===== config.mk =====
export PLATFORM = sky130hd
export DESIGN_NAME = io_window_decoder
export DESIGN_NICKNAME = d
export VERILOG_FILES = /design/src/rtl/io_win_pkg.sv /design/src/rtl/iow_cfg_regs.sv /design/src/rtl/iow_range_cmp.sv /design/src/rtl/iow_fwd_stage.sv /design/src/rtl/io_window_decoder.sv
export SDC_FILE = /design/constraint.sdc
export NUM_CORES = 1
export LEC_CHECK = 0
export ABC_CLOCK_PERIOD_IN_PS = 1700
export BUFFER_PORTS_ARGS = -buffer_cell sky130_fd_sc_hd__buf_2
export CAP_MARGIN = 40
export CORE_MARGIN = 4
export CORE_UTILIZATION = 40
export DETAILED_ROUTE_END_ITERATION = 10
export HOLD_SLACK_MARGIN = 0.1
export PLACE_DENSITY_LB_ADDON = 0.05
export SYNTH_ARGS = -nofsm -noshare
export SYNTH_HDL_FRONTEND = slang
export SYNTH_HIERARCHICAL = 1
export SYNTH_SLANG_ARGS = --single-unit
export TNS_END_PERCENT = 100

===== constraint.sdc =====
create_clock -name clk -period 1.7 [get_ports clk]
set_clock_uncertainty 0.15 [all_clocks]
set_input_delay 0.085 -clock clk [delete_from_list [all_inputs] [get_ports clk]]
set_output_delay 0.085 -clock clk [all_outputs]
set_load 0.02 [all_outputs]

===== src/rtl/io_win_pkg.sv =====
package io_win_pkg;
    localparam int REG_W    = 8;
    localparam int HI_W     = 4;
    localparam int FINE_W   = 2;
    localparam int CAP_W    = REG_W - HI_W - FINE_W;
    localparam int FINE_LSB = CAP_W;
    localparam int HI_LSB   = CAP_W + FINE_W;
    localparam int CMP_W    = HI_W + FINE_W;

    localparam logic SEL_BASE  = 1'b0;
    localparam logic SEL_LIMIT = 1'b1;

    typedef struct packed {
        logic [HI_W-1:0]   hi;
        logic [FINE_W-1:0] fine;
    } win_field_t;

    typedef struct packed {
        win_field_t bot;
        win_field_t top;
    } win_regs_t;

    localparam win_regs_t WIN_RESET = '{
        bot: '{hi: '1, fine: '0},
        top: '{hi: '0, fine: '0}
    };
endpackage


===== src/rtl/iow_cfg_regs.sv =====
module iow_cfg_regs
    import io_win_pkg::*;
(
    input  logic             clk,
    input  logic             rst_n,
    input  logic             wr_en,
    input  logic             wr_sel,
    input  logic [REG_W-1:0] wr_data,
    input  logic             fine_en,
    input  logic             lock,
    output win_field_t       bot_q,
    output win_field_t       top_q,
    output logic [REG_W-1:0] rd_bot,
    output logic [REG_W-1:0] rd_top
);
    win_regs_t st_d, st_q;
    logic      fine_wr_ok;
    logic      unused_cap_bits;

    assign fine_wr_ok      = fine_en & ~lock;
    assign unused_cap_bits = ^wr_data[CAP_W-1:0];

    always_comb begin
        st_d = st_q;
        if (wr_en) begin
            if (wr_sel == SEL_BASE) begin
                st_d.bot.hi = wr_data[HI_LSB +: HI_W];
                if (fine_wr_ok) begin
                    st_d.bot.fine = wr_data[FINE_LSB +: FINE_W];
                end
            end else begin
                st_d.top.hi = wr_data[HI_LSB +: HI_W];
                if (fine_wr_ok) begin
                    st_d.top.fine = wr_data[FINE_LSB +: FINE_W];
                end
            end
        end
    end

    always_ff @(posedge clk or negedge rst_n) begin
        if (!rst_n) begin
            st_q <= WIN_RESET;
        end else begin
            st_q <= st_d;
        end
    end

    assign bot_q  = st_q.bot;
    assign top_q  = st_q.top;
    assign rd_bot = {st_q.bot.hi, fine_en ? st_q.bot.fine : {FINE_W{1'b0}}, {CAP_W{1'b0}}};
    assign rd_top = {st_q.top.hi, fine_en ? st_q.top.fine : {FINE_W{1'b0}}, {CAP_W{1'b0}}};
endmodule


===== src/rtl/iow_range_cmp.sv =====
module iow_range_cmp
    import io_win_pkg::*;
#(
    parameter int ADDR_W = 16
) (
    input  win_field_t        bot,
    input  win_field_t        top,
    input  logic              fine_en,
    input  logic [ADDR_W-1:0] addr,
    output logic              hit
);
    localparam int ALSB = ADDR_W - CMP_W;

    logic [CMP_W-1:0] lo_bound, hi_bound, a_key;
    logic             unused_low_addr;

    assign unused_low_addr = ^addr[ALSB-1:0];
    assign a_key           = addr[ADDR_W-1:ALSB];

    always_comb begin
        if (fine_en) begin
            lo_bound = {bot.hi, bot.fine};
            hi_bound = {top.hi, top.fine};
        end else begin
            lo_bound = {bot.hi, {FINE_W{1'b0}}};
            hi_bound = {top.hi, {FINE_W{1'b1}}};
        end
        hit = (a_key >= lo_bound) && (a_key <= hi_bound);
    end
endmodule


===== src/rtl/iow_fwd_stage.sv =====
module iow_fwd_stage (
    input  logic clk,
    input  logic rst_n,
    input  logic valid,
    input  logic space_en,
    input  logic hit,
    output logic fwd
);
    logic fwd_d, fwd_q;

    always_comb begin
        fwd_d = valid & space_en & hit;
    end

    always_ff @(posedge clk or negedge rst_n) begin
        if (!rst_n) begin
            fwd_q <= 1'b0;
        end else begin
            fwd_q <= fwd_d;
        end
    end

    assign fwd = fwd_q;
endmodule


===== src/rtl/io_window_decoder.sv =====
module io_window_decoder
    import io_win_pkg::*;
#(
    parameter int ADDR_W = 16
) (
    input  logic              clk,
    input  logic              rst_n,
    input  logic              cfg_wr_en,
    input  logic              cfg_wr_sel,
    input  logic [7:0]        cfg_wr_data,
    input  logic              fine_gran_en,
    input  logic              wr_lock,
    input  logic              io_space_en,
    input  logic              addr_valid,
    input  logic [ADDR_W-1:0] addr,
    output logic [7:0]        cfg_rd_base,
    output logic [7:0]        cfg_rd_limit,
    output logic              fwd
);
    win_field_t bot_q, top_q;
    logic       hit;

    iow_cfg_regs u_regs (
        .clk     (clk),
        .rst_n   (rst_n),
        .wr_en   (cfg_wr_en),
        .wr_sel  (cfg_wr_sel),
        .wr_data (cfg_wr_data),
        .fine_en (fine_gran_en),
        .lock    (wr_lock),
        .bot_q   (bot_q),
        .top_q   (top_q),
        .rd_bot  (cfg_rd_base),
        .rd_top  (cfg_rd_limit)
    );

    iow_range_cmp #(.ADDR_W(ADDR_W)) u_cmp (
        .bot     (bot_q),
        .top     (top_q),
        .fine_en (fine_gran_en),
        .addr    (addr),
        .hit     (hit)
    );

    iow_fwd_stage u_fwd (
        .clk      (clk),
        .rst_n    (rst_n),
        .valid    (addr_valid),
        .space_en (io_space_en),
        .hit      (hit),
        .fwd      (fwd)
    );
endmodule


==> impl_metrics.py <==
metrics = {
    "pwr": {
        "p_total_mw": 1.09,
        "power.leakage_nw": 0.698,
        "peakVddDrop_v": 0.000591,
        "power_density_nw_per_um2": 780,
    },
    "run_status": {
        "run_status": "completed",
    },
    "floorplanning": {
        "die_h_um": 57.0,
        "dieArea_um2": 3240,
        "io_pins": 49,
        "row_count": 17,
        "coreArea_um2": 2250,
        "die_w_um": 57.0,
        "start_util": 0.425,
    },
    "critical_path": {
        "end_kind": "register",
        "cp_slowest_cell": "dfstp_2",
        "crit_family": "flip-flops",
        "critPathMaxStageDelay_ns": 0.54,
        "path_class": "register to register",
        "worstPathRequired_ns": 1.73,
        "path_cells": "inv_2, ha_4, a21o_1, a21oi_2, o21ai_1, o21a_1, and3_1",
        "cp.buffers_inverters": 1,
        "critical_path_arrival_ns": 1.68,
        "cp-start-kind": "register",
        "cp_max_fo": 2,
    },
    "timing": {
        "maxSlewViolCount": 0,
        "worst_slack_ns": 0.0498,
        "min_period_ns": 1.65,
        "setup_viol_count_final": 0,
        "max_freq_mhz": 606,
        "rsz0062_at_grt": "yes",
        "finalHoldViolCount": 0,
        "whs_ns": 0.127,
        "fin_crit_sh": 0.971,
    },
    "place": {
        "detailed_place_hpwl_mm": 1.65,
        "portBuffers": 32,
        "post-place-ws_ns": -0.0802,
        "place_congestion": 0.677,
        "placed_area_um2": 1150,
    },
    "routing": {
        "drtAntennaViolNets": 0,
        "drt_iter0_markers": 9,
        "wire_per_inst_um": 12.3,
        "drt_first_pass_iters": 2,
        "vias": 790,
        "remaining_drc_errors": 0,
        "avgViaCountPerCell": 4.67,
        "wl_mm": 2.08,
    },
    "cts": {
        "cts_tree": "done",
        "clkTransAtPathRegs_ns": 0.08,
        "clock_latency_ns": 0.28,
        "numCtsBuffers": 3,
        "clock-sinks": 13,
        "clock-root-buffer": "clkbuf_4",
        "htreeDepth": 1,
        "cts.path.max_buffers": 2,
    },
    "synthesis": {
        "synth_top_area_cell": "dfrtp_1",
        "syn_area_per_cell_um2": 10.6,
        "ys_seq_area_frac": 0.345,
        "synth_edf_count": 0,
        "synthTopCellsByArea": "dfrtp_1 23%, ha_1 16%, dfstp_2 11%",
        "ys.warnings.count": 6,
        "synth_top_flop_cell": "dfrtp_1",
        "yosys.area.top_type_share": 0.235,
        "ys_ff_latch": 13,
        "async_reset_ff_frac": 1.00,
        "syn_inst": 90,
        "syn_area_um2": 958,
        "yosysUniqueCellTypes": 27,
    },
    "cells_and_area": {
        "final-seq-area_um2": 335,
        "multi_input_area_um2": 589,
        "final_cell_mix": "32 x buf_2, 14 x dlygate4sd3_1, 10 x buf_4, 8 x inv_1, 8 x ha_1",
        "drive_gt1_frac": 0.525,
        "nFillCells": 201,
        "final_nets": 186,
        "final_common_cell": "buf_2",
        "diodes": 0,
        "final_cell_area_um2": 1400,
        "areaGrowthSynthToFinish_pct": 46.0,
    },
    "global_routing": {
        "grt_pass1_wl_mm": 3.53,
        "gr-total-overflow": 0,
        "grt_use_total": 0.136,
        "grt_max_degree": 10,
        "grt_pass1_vias": 788,
        "antenna_found_initial": 0,
    },
    "run": {
        "max_cap_violations": 0,
    },
    "hold_path": {
        "hp-class": "input pin to register",
    },
}
-- layer usage --
metal  global-route usage  routed length, um  vias to the layer above
met1                0.183                970                      371
met5                    0                  0                        -
met4               0.0596                 29                        0
met3               0.0204                114                        4
met2                0.217                961                       23
li1                     -                  -                      392
-- registers in the layout, indices dropped and copies added (netlist names) --
name	cells
u_fwd/fwd	1
u_regs/top_q	2
u_regs/bot_q	6
u_regs/rd_top	4
-- path summary, 6_finish.rpt --
| kind | from | to | slack, ns | cells after the start |
|---|---|---|---|---|
| hold / removal | cfg_wr_en | u_regs/rd_top[4]$_DFFE_PN0P_ | 0.13 | 3 |
| setup / recovery | u_regs/bot_q[4]$_DFFE_PN1P_ | u_fwd/fwd$_DFF_PN0_ | 0.05 | 7 |
| min in group asynchronous | rst_n | u_regs/bot_q[3]$_DFFE_PN1P_ | 0.19 | 2 |
| setup reg to reg | u_regs/bot_q[4]$_DFFE_PN1P_ | u_fwd/fwd$_DFF_PN0_ | 0.05 | 7 |
| hold reg to reg | u_regs/rd_top[6]$_DFFE_PN0P_ | u_regs/rd_top[6]$_DFFE_PN0P_ | 0.39 | 1 |
| max in group asynchronous | rst_n | u_regs/rd_top[6]$_DFFE_PN0P_ | 0.32 | 3 |
-- Yosys cell counts (2+ instances only) --
cell / n
dfstp_2: 4
inv_1: 10
and2_1: 5
a21oi_1: 2
ha_1: 12
mux2_4: 4
nand2_1: 4
buf_4: 12
dfrtp_1: 9
nand2b_1: 4
a211oi_1: 2
mux2_1: 6
mux2_2: 2
-- where the power goes --
part | total (mW) | switching, mW | leakage [nW] | internal [mW]
Clock | 0.195 | 0.104 | 0.0150 | 0.0912
Sequential | 0.405 | 0.0318 | 0.147 | 0.373
Combinational | 0.491 | 0.225 | 0.536 | 0.265
Total | 1.09 | 0.361 | 0.698 | 0.730
-- area by class of cell --
class                   instances  area share
multi-input cells              58       0.421
repair buffers                 56       0.268
flip-flops and latches         13       0.240
inverters                      10      0.0268
well taps                      28      0.0250
clock buffers                   4      0.0188
-- timing repair --
action | CTS | global route
gates resized for setup | 5 | 3
setup endpoints to repair | 1 | 1
buffers inserted | 0 | 4
pin swaps | 5 | 6
hold buffers | 14 | 0
endpoints found under the hold margin | 26 | 0
-- logic make-up after synthesis --
| logic type | after synthesis | synth area share |
|---|---|---|
| AND/OR/NAND/NOR | 21 | 0.140 |
| other | 1 | 0.00391 |
| multiplexers | 12 | 0.157 |
| flip-flops | 13 | 0.345 |
| adder cells (fa/ha/maj) | 12 | 0.157 |
| AO/OA/AOI/OAI | 9 | 0.0653 |
| buffers and inverters | 22 | 0.133 |
-- tightest hold or removal path, cell delays in order --
cell	delay, ns
buf_2	0.13
nand2_1	0.16
mux2_1	0.16
-- through the flow --
| stage | setup TNS [ns] | util | cells |
|---|---|---|---|
| 2_1_floorplan | 0 | - | 93 |
| 3_3_place_gp | -0.0763 | 0.512 | 147 |
| 3_5_place_dp | -0.0802 | 0.512 | 147 |
| 4_1_cts | 0 | 0.604 | 165 |
| 5_1_grt | -0.0192 | 0.620 | 169 |
| 6_report | 0 | 0.620 | 169 |
Note: power is estimated with default switching activity, not from simulation.
